`config.mk`:
```
export PLATFORM = sky130hd
export DESIGN_NAME = stream_channel
export DESIGN_NICKNAME = d
export VERILOG_FILES = /design/src/rtl/chan_pkg.sv /design/src/rtl/elastic_ctrl.sv /design/src/rtl/elastic_regs.sv /design/src/rtl/elastic_stage.sv /design/src/rtl/stream_channel.sv
export SDC_FILE = /design/constraint.sdc
export NUM_CORES = 1
export LEC_CHECK = 0
export BUFFER_PORTS_ARGS = -buffer_cell sky130_fd_sc_hd__buf_2
export CAP_MARGIN = 20
export CORE_AREA = 3 3 123 125
export CTS_CLUSTER_DIAMETER = 200
export DETAILED_ROUTE_END_ITERATION = 10
export DIE_AREA = 0 0 126 128
export GPL_TIMING_DRIVEN = 0
export PLACE_DENSITY = 0.72
export SYNTH_ARGS = -nofsm -noshare
export SYNTH_HDL_FRONTEND = slang
export SYNTH_SLANG_ARGS = --single-unit
```
`constraint.sdc`:
```
create_clock -name clk -period 3.5 [get_ports clk]
set_clock_uncertainty 0.1 [all_clocks]
set_input_delay 0.35 -clock clk [delete_from_list [all_inputs] [get_ports clk]]
set_output_delay 0.35 -clock clk [all_outputs]
set_load 0.01 [all_outputs]
```
`src/rtl/chan_pkg.sv`:
```
package chan_pkg;

  // Fill level of one elastic stage: nothing, main register only, main plus skid.
  typedef enum logic [1:0] {
    FILL_NONE = 2'd0,
    FILL_ONE  = 2'd1,
    FILL_TWO  = 2'd2
  } fill_e;

endpackage

```
`src/rtl/elastic_ctrl.sv`:
```
module elastic_ctrl
  import chan_pkg::*;
(
  input  logic clk,
  input  logic rst,
  input  logic in_vld,
  input  logic out_rdy,
  output logic in_rdy,
  output logic out_vld,
  output logic load_main,
  output logic load_side,
  output logic main_sel_side
);

  fill_e fill_q, fill_d;
  logic  take_in;
  logic  give_out;

  // Both flags are plain decodes of the state register.
  assign in_rdy   = (fill_q != FILL_TWO);
  assign out_vld  = (fill_q != FILL_NONE);
  assign take_in  = in_vld && in_rdy;
  assign give_out = out_vld && out_rdy;

  always_comb begin
    fill_d        = fill_q;
    load_main     = 1'b0;
    load_side     = 1'b0;
    main_sel_side = 1'b0;
    unique case (fill_q)
      FILL_NONE: begin
        if (take_in) begin
          load_main = 1'b1;
          fill_d    = FILL_ONE;
        end
      end
      FILL_ONE: begin
        if (take_in && give_out) begin
          load_main = 1'b1;
        end else if (take_in) begin
          load_side = 1'b1;
          fill_d    = FILL_TWO;
        end else if (give_out) begin
          fill_d    = FILL_NONE;
        end
      end
      FILL_TWO: begin
        if (give_out) begin
          load_main     = 1'b1;
          main_sel_side = 1'b1;
          fill_d        = FILL_ONE;
        end
      end
      default: fill_d = FILL_NONE;
    endcase
  end

  always_ff @(posedge clk) begin
    if (rst) fill_q <= FILL_NONE;
    else     fill_q <= fill_d;
  end

endmodule

```
`src/rtl/elastic_regs.sv`:
```
module elastic_regs #(
  parameter int unsigned WIDTH = 32
) (
  input  logic             clk,
  input  logic             load_main,
  input  logic             load_side,
  input  logic             main_sel_side,
  input  logic [WIDTH-1:0] in_data,
  output logic [WIDTH-1:0] out_data
);

  logic [WIDTH-1:0] main_q;
  logic [WIDTH-1:0] side_q;

  // Data registers carry no reset; the valid state in elastic_ctrl guards them.
  always_ff @(posedge clk) begin
    if (load_side) side_q <= in_data;
    if (load_main) main_q <= main_sel_side ? side_q : in_data;
  end

  assign out_data = main_q;

endmodule

```
`src/rtl/elastic_stage.sv`:
```
module elastic_stage #(
  parameter int unsigned WIDTH = 32
) (
  input  logic             clk,
  input  logic             rst,
  input  logic [WIDTH-1:0] in_data,
  input  logic             in_vld,
  output logic             in_rdy,
  output logic [WIDTH-1:0] out_data,
  output logic             out_vld,
  input  logic             out_rdy
);

  logic load_main;
  logic load_side;
  logic main_sel_side;

  elastic_ctrl u_ctrl (
    .clk           (clk),
    .rst           (rst),
    .in_vld        (in_vld),
    .out_rdy       (out_rdy),
    .in_rdy        (in_rdy),
    .out_vld       (out_vld),
    .load_main     (load_main),
    .load_side     (load_side),
    .main_sel_side (main_sel_side)
  );

  elastic_regs #(.WIDTH(WIDTH)) u_regs (
    .clk           (clk),
    .load_main     (load_main),
    .load_side     (load_side),
    .main_sel_side (main_sel_side),
    .in_data       (in_data),
    .out_data      (out_data)
  );

endmodule

```
`src/rtl/stream_channel.sv`:
```
module stream_channel #(
  parameter int unsigned WIDTH  = 32,
  parameter int unsigned STAGES = 3
) (
  input  logic             clk,
  input  logic             rst,
  input  logic [WIDTH-1:0] up_data,
  input  logic             up_vld,
  output logic             up_rdy,
  output logic [WIDTH-1:0] dn_data,
  output logic             dn_vld,
  input  logic             dn_rdy
);

  localparam int unsigned LINKS = STAGES + 1;

  logic [WIDTH-1:0] link_data [LINKS];
  logic             link_vld  [LINKS];
  logic             link_rdy  [LINKS];

  assign link_data[0]      = up_data;
  assign link_vld[0]       = up_vld;
  assign up_rdy            = link_rdy[0];
  assign dn_data           = link_data[STAGES];
  assign dn_vld            = link_vld[STAGES];
  assign link_rdy[STAGES]  = dn_rdy;

  for (genvar g = 0; g < STAGES; g++) begin : g_stage
    elastic_stage #(.WIDTH(WIDTH)) u_stage (
      .clk      (clk),
      .rst      (rst),
      .in_data  (link_data[g]),
      .in_vld   (link_vld[g]),
      .in_rdy   (link_rdy[g]),
      .out_data (link_data[g+1]),
      .out_vld  (link_vld[g+1]),
      .out_rdy  (link_rdy[g+1])
    );
  end

endmodule

```
==> flow_summary_export.csv <==
group,metric,value,unit
worst_setup_path,cp.required,3520,ps
clocking,cts.path.max_buffers,2,
pwr,pwr-share-seq,0.570,
timing,rsz0062_at_grt,"no",
synth,syn_nets,384,
pwr,peakVddDrop,335,uV
synth,synth_top_flop_cell,"edfxtp_1",
clocking,cts_setup_buffers,0,
worst_setup_path,cp.arrival,2240,ps
layout,drive_above_1_share,0.475,
placed_design,numPortBuffers,68,
clocking,insertion_delay,420,ps
global_routing,grt_overflow,0,
worst_setup_path,critPathKind,"reg2reg",
route,routed_wl,10400,um
pwr,p_total,4.84,mW
layout,nets,476,
hold_path,holdPathEnd,"g_stage[0].u_stage.u_regs.side_q[8]$_DFFE_PP_",
timing,setup_viol,0,
timing,clock.fmax,0.451,GHz
synth,yosysMostFrequentCell,"edfxtp_1",
synth,seq_area_frac_synth,0.790,
synth,synth_top_cell_by_area,"edfxtp_1",
flow_run,drv_cap,0,
timing,hold_ws,21.6,ps
synth,async_flop_share,0,
timing,drv_slew,0,
placed_design,place_ws,1290,ps
route,ant_nets,0,
floorplanning,rows,43,
floorplanning,fp.dieH,128,um
hold_path,hold_depth,1,
synth,synth_commonest_cells,"edfxtp_1 (192), mux2_2 (68), mux2_4 (28)",
synth,synthCells,348,
floorplanning,coreArea,0.0140,mm^2
timing,min_period_over_period,0.633,
clocking,cts_tree,"built",
pwr,power.share.clock,0.383,
clocking,cts_root_buf,"clkbuf_16",
synth,synth_warnings,0,
pwr,internal_power,3.95,mW
floorplanning,start_util,0.532,
placed_design,gp_congestion,0.711,
pwr,p_leak,3.15,nW
pwr,netSwitchingPower,893,uW
route,viasPerCell,4.97,
pwr,netSwitchingFraction,0.184,
timing,min_period,2220,ps
hold_path,hp-start,"up_data[8]",
route,num_vias,3148,
layout,diodes,0,
timing,slew_headroom,0.381,
clocking,cts_max_level,4,
timing,setup_slack,1280,ps
synth,synth_seq_cells,198,
route,dr.pass1.iters,4,
global_routing,grt_antenna_before_repair,0,
synth,synth_edf_count,192,
synth,ys_top_cells_by_area,"edfxtp_1 (77%), mux2_2 (10%), mux2_4 (5.6%)",
clocking,cts_buffers,17,
hold_path,hold_class,"in2reg",
worst_setup_path,rrSetupSlack,1280,ps
floorplanning,ios,70,
route,wire_per_inst,16.4,um
global_routing,groute.usage.overall,0.139,
synth,avgSynthCellArea,21.4,um^2
clocking,cts_num_sinks,198,
worst_setup_path,r2r_cells,4,
layout,post-route-util,0.623,
global_routing,grt_pass1_wl,17400,um
timing,tns,0,ps
worst_setup_path,cp-end-kind,"flip-flop",
timing,hold_violations,0,
worst_setup_path,cp-start-kind,"flip-flop",
worst_setup_path,r2r-end,"g_stage[1].u_stage.u_regs.side_q[18]$_DFFE_PP_",
pwr,combPwrFrac,0.047,
pwr,p_per_area,555,mW/mm^2
global_routing,grt_pass1_vias,3296,
floorplanning,die-width,126,um
route,drt_iter0_markers,189,
floorplanning,die_area,0.0161,mm^2
clocking,cts_resized,0,
layout,syn_to_final_growth,17.1,%
clocking,postCtsHoldBufs,0,
route,drc,0,
global_routing,grt_max_degree,33,
worst_setup_path,path_max_fanout,21,
run_status,status,"completed",
synth,ys_types,34,
timing,worstMarginPinSlew,927,ps
synth,netlist_area,0.00745,mm^2
clocking,cts.reportedPaths.clkPinSlew,60,ps
synth,synth_top_area_frac,0.774,
placed_design,dp_hpwl,7050,um
worst_setup_path,r2r-start,"g_stage[0].u_stage.u_ctrl.fill_q[0]$_SDFFE_PP0P_",
-- kinds of logic (layout without fill, tap and decap cells) --
logic type	after synthesis	after routing	share of synthesized area
simple gates	27	27	0.0244
mux	96	96	0.159
compound gates	13	13	0.0119
flops	198	198	0.790
buf+inv	14	119	0.0141
-- layout by cell type, fill, tap and decap left out, types with 3 or more instances in the layout --
| cell type | count |
|---|---|
| a211oi_1 | 3 |
| a21oi_1 | 3 |
| buf_16 | 3 |
| buf_2 | 74 |
| buf_6 | 4 |
| buf_8 | 3 |
| clkbuf_1 | 8 |
| clkbuf_16 | 17 |
| clkbuf_8 | 3 |
| dfxtp_1 | 6 |
| edfxtp_1 | 192 |
| mux2_2 | 68 |
| mux2_4 | 28 |
| nand2_1 | 4 |
| nand3b_1 | 3 |
| nor2_1 | 3 |
-- how the worst max path moves through the flow --
stage	startpoint	to	depth (start not counted)
5_1_grt	g_stage[0].u_stage.u_ctrl.fill_q[0]$_SDFFE_PP0P_	g_stage[1].u_stage.u_regs.side_q[14]$_DFFE_PP_	4
3_3_place_gp	g_stage[1].u_stage.u_ctrl.fill_q[1]$_SDFFE_PP0P_	g_stage[1].u_stage.u_regs.side_q[18]$_DFFE_PP_	3
6_report	g_stage[0].u_stage.u_ctrl.fill_q[0]$_SDFFE_PP0P_	g_stage[1].u_stage.u_regs.side_q[18]$_DFFE_PP_	4
4_1_cts	g_stage[0].u_stage.u_ctrl.fill_q[0]$_SDFFE_PP0P_	g_stage[1].u_stage.u_regs.side_q[15]$_DFFE_PP_	4
3_5_place_dp	g_stage[0].u_stage.u_ctrl.fill_q[0]$_SDFFE_PP0P_	g_stage[1].u_stage.u_regs.side_q[15]$_DFFE_PP_	4
2_1_floorplan	g_stage[1].u_stage.u_ctrl.fill_q[1]$_SDFFE_PP0P_	g_stage[1].u_stage.u_regs.side_q[0]$_DFFE_PP_	3
-- area by class of cell --
type                    count  area [um^2]
clock buffers              28          497
multi-input cells         136         1480
flip-flops and latches    198         5890
inverters                   1         3.75
fillers                   994         5270
plain buffers              13          101
clock inverters             4         72.6
well taps                 180          225
repair buffers             73          453
-- routing by layer --
| metal | share of wire | GRT usage | up-vias |
|---|---|---|---|
| met5 | 0 | 0 | - |
| met2 | 0.44 | 0.200 | 64 |
| li1 | - | - | 1562 |
| met3 | 0.041 | 0.0379 | 14 |
| met1 | 0.49 | 0.199 | 1508 |
| met4 | 0.020 | 0.0644 | 0 |
-- metrics by stage --
step                cell area, um^2  instances
global placement               8020        596
CTS                            8720        633
detailed placement             8150        601
finish                         8720        633
global route                   8720        633
floorplan                      7450        348
-- registers in the layout, summed over array words and instances (netlist names) --
signal                           flops
g_stage.u_stage.u_regs.out_data     96
g_stage.u_stage.u_regs.side_q       96
g_stage.u_stage.u_ctrl.fill_q        6
-- power groups by stage --
stage                     clock (mW)  combinational [mW]  sequential, mW
after floorplan                    0               0.117            2.81
after global placement             0               0.202            2.81
after detailed placement           0               0.227            2.81
after CTS                       1.89               0.230            2.76
after global routing            1.98               0.246            2.77
final                           1.85               0.225            2.76
-- worst max-delay path, cell delays in order, from the launching register on --
cell     delay (ps)
dfxtp_1         390
nor2_1          130
or3b_2          480
nor2_2          530
buf_8           270
(Power assumes the default switching activity.)
